==> src/rtl/sar_conv_pkg.sv <==
package sar_conv_pkg;

    localparam int BUS_W   = 32;
    localparam int ADDR_W  = 5;
    localparam int PRESC_W = 8;

    // byte offsets of the register window
    localparam logic [ADDR_W-1:0] OFS_CTRL = 5'h00;
    localparam logic [ADDR_W-1:0] OFS_DLY  = 5'h08;
    localparam logic [ADDR_W-1:0] OFS_DATA = 5'h0C;
    localparam logic [ADDR_W-1:0] OFS_ACK  = 5'h18;
    localparam logic [ADDR_W-1:0] OFS_CHAN = 5'h1C;

    // control word bit positions
    localparam int BIT_START = 0;
    localparam int BIT_STBY  = 2;
    localparam int BIT_PLO   = 6;
    localparam int BIT_PEN   = 14;
    localparam int BIT_RES   = 16;

    typedef struct packed {
        logic               res_hi;
        logic               pre_en;
        logic [PRESC_W-1:0] pre_val;
        logic               standby;
    } ctrl_t;

    typedef struct packed {
        logic go;
        logic res_hi;
    } launch_t;

    typedef enum logic [1:0] {
        SEQ_IDLE = 2'd0,
        SEQ_HOLD = 2'd1,
        SEQ_RUN  = 2'd2
    } seq_state_e;

    // number of divided ticks one conversion lasts
    function automatic int unsigned conv_ticks(input logic res_hi,
                                               input int unsigned hi_bits,
                                               input int unsigned lo_bits);
        return (res_hi ? hi_bits : lo_bits) + 2;
    endfunction

endpackage

==> src/rtl/sar_conv_regs.sv <==
module sar_conv_regs
    import sar_conv_pkg::*;
#(
    parameter int CH_W   = 3,
    parameter int DLY_W  = 16,
    parameter int DATA_W = 12
) (
    input  logic              clk,
    input  logic              rst,
    input  logic              bus_sel,
    input  logic              bus_wr,
    input  logic [ADDR_W-1:0] bus_addr,
    input  logic [BUS_W-1:0]  bus_wdata,
    input  logic              busy,
    input  logic [DATA_W-1:0] result,
    output ctrl_t             ctrl_q,
    output logic [CH_W-1:0]   chan_q,
    output launch_t           launch,
    output logic              ack_req,
    output logic [BUS_W-1:0]  bus_rdata
);

    logic             wr_en;
    logic             hit_ctrl;
    logic             hit_dly;
    logic             hit_chan;
    logic [DLY_W-1:0] dly_q;
    ctrl_t            ctrl_d;
    logic             unused_wdata;

    assign wr_en    = bus_sel && bus_wr;
    assign hit_ctrl = wr_en && (bus_addr == OFS_CTRL);
    assign hit_dly  = wr_en && (bus_addr == OFS_DLY);
    assign hit_chan = wr_en && (bus_addr == OFS_CHAN);
    assign ack_req  = wr_en && (bus_addr == OFS_ACK);

    assign unused_wdata = ^bus_wdata;

    always_comb begin
        ctrl_d.res_hi  = bus_wdata[BIT_RES];
        ctrl_d.pre_en  = bus_wdata[BIT_PEN];
        ctrl_d.pre_val = bus_wdata[BIT_PLO +: PRESC_W];
        ctrl_d.standby = bus_wdata[BIT_STBY];
    end

    // a launch request carries the width being written with it
    always_comb begin
        launch.go     = hit_ctrl && bus_wdata[BIT_START] && !bus_wdata[BIT_STBY];
        launch.res_hi = bus_wdata[BIT_RES];
    end

    always_ff @(posedge clk) begin
        if (rst) begin
            ctrl_q <= '0;
            chan_q <= '0;
            dly_q  <= '0;
        end else begin
            if (hit_ctrl) ctrl_q <= ctrl_d;
            if (hit_chan) chan_q <= bus_wdata[CH_W-1:0];
            if (hit_dly)  dly_q  <= bus_wdata[DLY_W-1:0];
        end
    end

    always_comb begin
        bus_rdata = '0;
        case (bus_addr)
            OFS_CTRL: begin
                bus_rdata[BIT_START]           = busy;
                bus_rdata[BIT_STBY]            = ctrl_q.standby;
                bus_rdata[BIT_PLO +: PRESC_W]  = ctrl_q.pre_val;
                bus_rdata[BIT_PEN]             = ctrl_q.pre_en;
                bus_rdata[BIT_RES]             = ctrl_q.res_hi;
            end
            OFS_DLY:  bus_rdata[DLY_W-1:0]  = dly_q;
            OFS_DATA: bus_rdata[DATA_W-1:0] = result;
            OFS_CHAN: bus_rdata[CH_W-1:0]   = chan_q;
            default:  bus_rdata = '0;
        endcase
    end

endmodule

==> src/rtl/sar_conv_div.sv <==
module sar_conv_div
    import sar_conv_pkg::*;
(
    input  logic               clk,
    input  logic               rst,
    input  logic               run,
    input  logic [PRESC_W-1:0] pre_val,
    output logic               tick
);

    logic [PRESC_W-1:0] cnt_q;

    assign tick = run && (cnt_q == pre_val);

    // counter restarts whenever the divider is stopped or wraps
    always_ff @(posedge clk) begin
        if (rst || !run || tick) begin
            cnt_q <= '0;
        end else begin
            cnt_q <= cnt_q + 1'b1;
        end
    end

endmodule

==> src/rtl/sar_conv_seq.sv <==
module sar_conv_seq
    import sar_conv_pkg::*;
#(
    parameter int CH_W   = 3,
    parameter int DATA_W = 12,
    parameter int LOW_W  = 10
) (
    input  logic              clk,
    input  logic              rst,
    input  launch_t           launch,
    input  logic              ack_req,
    input  logic              pre_en,
    input  logic              tick,
    input  logic [CH_W-1:0]   chan_sel,
    input  logic [DATA_W-1:0] sample_in,
    output logic              busy,
    output logic              done,
    output seq_state_e        state,
    output logic [CH_W-1:0]   conv_ch,
    output logic [DATA_W-1:0] result,
    output logic              irq_o
);

    localparam int TCNT_W   = $clog2(DATA_W + 3);
    localparam int LEN_HI   = conv_ticks(1'b1, DATA_W, LOW_W);
    localparam int LEN_LO   = conv_ticks(1'b0, DATA_W, LOW_W);

    logic              active_q;
    logic [TCNT_W-1:0] tcnt_q;
    logic [TCNT_W-1:0] len_q;
    logic              res_q;
    logic [DATA_W-1:0] fmt_val;

    assign busy  = active_q;
    assign done  = active_q && tick && (tcnt_q == len_q - 1'b1);
    assign state = !active_q ? SEQ_IDLE : (pre_en ? SEQ_RUN : SEQ_HOLD);

    // result alignment chosen by the width locked at launch
    generate
        if (DATA_W > LOW_W) begin : g_narrow
            always_comb begin
                fmt_val = res_q ? sample_in
                                : {{(DATA_W-LOW_W){1'b0}}, sample_in[DATA_W-1 -: LOW_W]};
            end
        end else begin : g_full
            always_comb fmt_val = sample_in;
        end
    endgenerate

    always_ff @(posedge clk) begin
        if (rst) begin
            active_q <= 1'b0;
            tcnt_q   <= '0;
            len_q    <= '0;
            res_q    <= 1'b0;
            conv_ch  <= '0;
        end else if (!active_q) begin
            if (launch.go) begin
                active_q <= 1'b1;
                tcnt_q   <= '0;
                res_q    <= launch.res_hi;
                len_q    <= launch.res_hi ? TCNT_W'(LEN_HI) : TCNT_W'(LEN_LO);
                conv_ch  <= chan_sel;
            end
        end else if (tick) begin
            if (done) begin
                active_q <= 1'b0;
                tcnt_q   <= '0;
            end else begin
                tcnt_q <= tcnt_q + 1'b1;
            end
        end
    end

    // result has no reset: it survives until overwritten
    always_ff @(posedge clk) begin
        if (done) result <= fmt_val;
    end

    always_ff @(posedge clk) begin
        if (rst) begin
            irq_o <= 1'b0;
        end else if (done) begin
            irq_o <= 1'b1;
        end else if (ack_req) begin
            irq_o <= 1'b0;
        end
    end

endmodule

==> src/rtl/sar_conv_ctrl.sv <==
module sar_conv_ctrl
    import sar_conv_pkg::*;
#(
    parameter int CH_W   = 3,
    parameter int DLY_W  = 16,
    parameter int DATA_W = 12,
    parameter int LOW_W  = 10
) (
    input  logic              clk,
    input  logic              rst,
    input  logic              bus_sel,
    input  logic              bus_wr,
    input  logic [ADDR_W-1:0] bus_addr,
    input  logic [BUS_W-1:0]  bus_wdata,
    output logic [BUS_W-1:0]  bus_rdata,
    output logic [CH_W-1:0]   conv_ch,
    input  logic [DATA_W-1:0] sample_in,
    output logic              irq_o
);

    ctrl_t             ctrl_q;
    logic [CH_W-1:0]   chan_q;
    launch_t           launch;
    logic              ack_req;
    logic              conv_busy;
    logic              conv_done;
    logic              pre_en_w;
    logic              div_run;
    logic              div_tick;
    logic [DATA_W-1:0] result;
    seq_state_e        seq_state;

    assign pre_en_w = ctrl_q.pre_en;
    assign div_run  = conv_busy && pre_en_w;

    sar_conv_regs #(
        .CH_W   (CH_W),
        .DLY_W  (DLY_W),
        .DATA_W (DATA_W)
    ) u_regs (
        .clk       (clk),
        .rst       (rst),
        .bus_sel   (bus_sel),
        .bus_wr    (bus_wr),
        .bus_addr  (bus_addr),
        .bus_wdata (bus_wdata),
        .busy      (conv_busy),
        .result    (result),
        .ctrl_q    (ctrl_q),
        .chan_q    (chan_q),
        .launch    (launch),
        .ack_req   (ack_req),
        .bus_rdata (bus_rdata)
    );

    sar_conv_div u_div (
        .clk     (clk),
        .rst     (rst),
        .run     (div_run),
        .pre_val (ctrl_q.pre_val),
        .tick    (div_tick)
    );

    sar_conv_seq #(
        .CH_W   (CH_W),
        .DATA_W (DATA_W),
        .LOW_W  (LOW_W)
    ) u_seq (
        .clk       (clk),
        .rst       (rst),
        .launch    (launch),
        .ack_req   (ack_req),
        .pre_en    (pre_en_w),
        .tick      (div_tick),
        .chan_sel  (chan_q),
        .sample_in (sample_in),
        .busy      (conv_busy),
        .done      (conv_done),
        .state     (seq_state),
        .conv_ch   (conv_ch),
        .result    (result),
        .irq_o     (irq_o)
    );

endmodule

==> config.mk <==
export PLATFORM = sky130hd
export DESIGN_NAME = sar_conv_ctrl
export DESIGN_NICKNAME = d
export VERILOG_FILES = /design/src/rtl/sar_conv_pkg.sv /design/src/rtl/sar_conv_regs.sv /design/src/rtl/sar_conv_div.sv /design/src/rtl/sar_conv_seq.sv /design/src/rtl/sar_conv_ctrl.sv
export SDC_FILE = /design/constraint.sdc
export NUM_CORES = 1
export LEC_CHECK = 0
export BUFFER_PORTS_ARGS = -buffer_cell sky130_fd_sc_hd__buf_2
export CORE_MARGIN = 3
export CORE_UTILIZATION = 35
export CTS_CLUSTER_SIZE = 20
export DETAILED_ROUTE_END_ITERATION = 8
export GPL_TIMING_DRIVEN = 0
export SYNTH_ARGS = -nofsm -noshare
export SYNTH_HDL_FRONTEND = slang
export SYNTH_SLANG_ARGS = --single-unit
==> constraint.sdc <==
create_clock -name clk -period 6.2 [get_ports clk]
set_input_delay 1.55 -clock clk [delete_from_list [all_inputs] [get_ports clk]]
set_output_delay 1.55 -clock clk [all_outputs]
set_load 0.005 [all_outputs]
==> metrics.md <==
| Metric | Value |
|---|---|
| Outcome | `finished, final reports clean` |
| Adder-Cell Fraction of Synth Area | `0.01297` |
| Crit. End Element | `output pin` |
| Hold path start | `u_regs.dly_q[5]` |
| Drt pass-1 iters | `5` |
| Area taken by flip-flops and latches | `around 0.0013 sq mm` |
| RR Endpoint | `u_seq.result[8]` |
| Worst R2R Setup Slack | `3.91 ns` |
| Type of element launching the critical path | `input port` |
| Worst path max stage delay | `0.64 ns` |
| Multi-input logic area | `0.001369 sq mm` |
| Vias in the first global route | `2329` |
| CTS Hold Bufs | `0` |
| Pins over their slew limit | `0` |
| Antenna viol nets, final | `0` |
| Dpl hpwl | `about 5300 um` |
| Congestion Overflow GR | `0` |
| Met3 wire len | `510 um` |
| Crit path arrival time | `between 3 and 4 ns` |
| Mapped Cells | `304` |
| Distinct cells, synth | `43` |
| Compound-cell area share of the yosys netlist | `0.1098` |
| TritonCTS Buffers | `9` |
| Synthesis-to-layout area growth | `22.31%` |
| # nets final | `~440` |
| Worst-margin pin slew | `0.7606 ns` |
| Clk pin slew, worst setup/hold paths | `around 0.06 ns` |
| DRC violations left | `0` |
| Top Metal Used | `met4` |
| Power per cell area | `220.9 mW/mm^2` |
| Worst-path fanout max | `10` |
| Fraction of registers with async set or reset after synthesis | `0` |
| CP Cell Sequence | `buf_2 > nor2_1 > nand3_1 > nor2_1 > a222oi_1 > inv_1 > buf_2` |
| Die height | `96.93 um` |
| Fraction of synthesized cell area in xor and xnor cells | `0.05145` |
| Full die area | `between 0.009 and 0.01 sq mm` |
| Vias per cell | `between 4 and 5` |
| First-pass GRT wire length | `around 12000 um` |
| Post-CTS setup buffer count | `0` |
| Root Driver | `clkbuf_8` |
| CTS tree | `yes` |
| Mux cell area share after synthesis | `0.09814` |
| Cell Rows | `32` |
| Non-filler instance count after layout | `492` |
| Share of Yosys cell area claimed by the top area cell type | `0.3390` |
| Max-cap check violation count | `0` |
| Ant diodes | `0` |
| Largest net degree at the start of global routing | `13` |
| Warnings, synthesis | `0` |
| Crit path kind | `input port to output pin` |
| Reg2Reg Depth | `7` |
| Initial Utilization | `0.3669` |
| Largest family of logic cells by synthesized area | `simple AND/OR/NAND/NOR gates` |
| Leakage power figure | `approximately 1.6 nW` |
| Hold slack | `approximately 0.45 ns` |
| Ys flop type | `dfxtp_1` |
| Hold Crit Class | `register to register` |
| FF+latch count, synth | `61` |
| WL met1 | `3169 um` |
| Clock Sinks | `roughly 60` |
| Avg WL per Cell | `14.65 um` |
| Vias | `approximately 2.4k` |
| Origin of the critical flop-to-flop path | `u_seq.len_q[2]` |
| Clock latency on the worst-skew pair | `between 0.3 and 0.4 ns` |
| Hold Crit Endpoint | `u_regs.dly_q[5]` |
| Tot GR Track Use | `0.1576` |
| Min cycle time layout | `between 4 and 5 ns` |
| Syn Std Cell Area | `approximately 0.0029 sq mm` |
| DRT iter0 DRCs | `150` |
| Initial antenna violation count | `0` |
| Synth area leader | `dfxtp_1` |
| Synth area leaders | `dfxtp_1 (34%), edfxtp_1 (12%), mux2i_1 (5.5%)` |
| WHS Path Cells | `2` |
| Synth Area in Simple Gates | `0.1812` |
| Post-synth EDFFs | `12` |
| Clk_skew | `0.006647 ns` |
| Setup violators final | `0` |
| FILL cells | `between 700 and 800` |
| Dpl cells | `about 480` |
| H-Tree Depth | `3` |
| VDD IR max | `between 0.0001 and 0.00015 V` |
| Post-CTS sizing | `0` |
| Met2 wire len | `3428 um` |
| Die X | `a little under 100 um` |
| I/O pin count | `a little under 90` |
| Slew HR | `0.4910` |
| CP max stage cell | `nor2_1` |
| Max Fclk | `215.5 MHz` |
| PortBufs | `56` |
| Crit path required time | `roughly 4.7 ns` |
| CTS max path bufs | `2` |
| Sequential element share of the synthesized area | `0.4635` |
| Final core area utilization | `0.4488` |
| TNS Setup | `0 ns` |
| RSZ-0062 raised after global routing | `false` |
| Routability Congestion | `around 0.8` |
| Share of cells above drive strength 1 | `0.2846` |
| Post-Synthesis Mean Instance Area | `9.520 sq um` |
| Final Hold Vio Count | `0` |
| Post-Route WL | `7207 um` |
| Final Cycle Share | `0.7486` |
| Core area | `about 0.0079 sq mm` |
[placed cells by master (no fill, tap or decap), drive strengths merged]
cell and n:
buf 80, dfxtp 49, nand2 37, nor2 28
a21oi 24, clkbuf 20, mux2i 16, conb 15
nand3 14, edfxtp 12, inv 12, mux2 11
xnor2 10, xor2 7, a222oi 6, a22o 6
o21ai 5, nand4 5, and2 4, and3 3
nand4b 3, ha 3, clkinv 3, a22oi 2
or2 2, nor3 2, or4 1, and3b 1
or3b 1, a221o 1, or3 1, nand4bb 1
or4b 1, nor2b 1, o211ai 1, o311ai 1
o31ai 1
[where the power goes]
group / internal [mW] / switching (mW)
registers: 0.404 / 0.000581
logic: 0.0218 / 0.0238
clock network: 0.177 / 0.154
total: 0.603 / 0.178
[kinds of logic after synthesis]
kind of cell / Yosys count
adders and majority gates: 3
other: 1
AOI/OAI and AO/OA: 47
DFF: 61
xor gates and xnor gates: 17
muxes: 27
and+or+nand+nor: 105
buffers and inverters: 43
[sequential cells by signal, summed over array words and instances (netlist names)]
signal and flops:
u_regs.dly_q 16, u_seq.result 12, u_regs.ctrl_q 11, u_div.cnt_q 8, u_seq.tcnt_q 4, u_regs.chan_q 3, u_seq.conv_ch 3, u_seq.len_q 2
u_seq.busy 1, u_seq.irq_o 1
[final cells by class]
class | count | area share
Buffer | 32 | 0.05514
Timing Repair Buffer | 56 | 0.07918
Inverter | 11 | 0.01166
Sequential cell | 61 | 0.3789
Clock inverter | 4 | 0.005302
Clock buffer | 12 | 0.04701
Tap cell | 102 | 0.03606
Multi-Input combinational cell | 214 | 0.3867
[layer usage]
layer | GRT usage | vias to the layer above
li1 | - | 1189
met1 | 0.2028 | 1100
met2 | 0.2532 | 74
met3 | 0.03677 | 10
met4 | 0.06587 | 0
met5 | 0 | -
[how the worst max path moves through the flow]
stage	endpoint	depth (start not counted)	startpoint	slack (ns)
3_5_place_dp	bus_rdata[7]	7	bus_addr[1]	1.58
6_report	bus_rdata[6]	7	bus_addr[1]	1.56
2_1_floorplan	bus_rdata[0]	5	bus_addr[1]	2.10
4_1_cts	bus_rdata[6]	7	bus_addr[1]	1.57
3_3_place_gp	bus_rdata[6]	7	bus_addr[1]	1.57
5_1_grt	bus_rdata[9]	7	bus_addr[1]	1.36
[worst max-delay path: cells and delay by family]
family                 cells  cell delay [ns]
AND/OR/NAND/NOR            3             0.96
buffers and inverters      3             0.33
AO/OA/AOI/OAI              1             0.24
[through the flow]
stage          setup slack [ns]  instance area, sq um  power (mW)
5_1_grt                   1.361                  3540      0.8091
6_report                  1.559                  3540      0.7818
3_5_place_dp              1.581                  3354      0.4592
3_3_place_gp              1.567                  3354      0.4587
2_1_floorplan             2.103                  2947      0.4380
4_1_cts                   1.569                  3540      0.7867
[cell usage after synthesis, types with 2 or more instances]
cell type	n
a22oi_1	2
nand4_1	4
o21ai_0	5
or2_2	2
a222oi_1	6
clkbuf_1	8
nand3_1	14
a22o_1	6
nor2_1	27
nand2_1	37
and2_1	4
mux2_2	11
inv_1	11
xnor2_1	10
and3_1	3
buf_2	6
ha_1	3
nand4b_1	3
a21oi_1	23
xor2_1	7
buf_4	16
dfxtp_1	49
edfxtp_1	12
mux2i_1	16
Power figures use the tool's default switching activity.
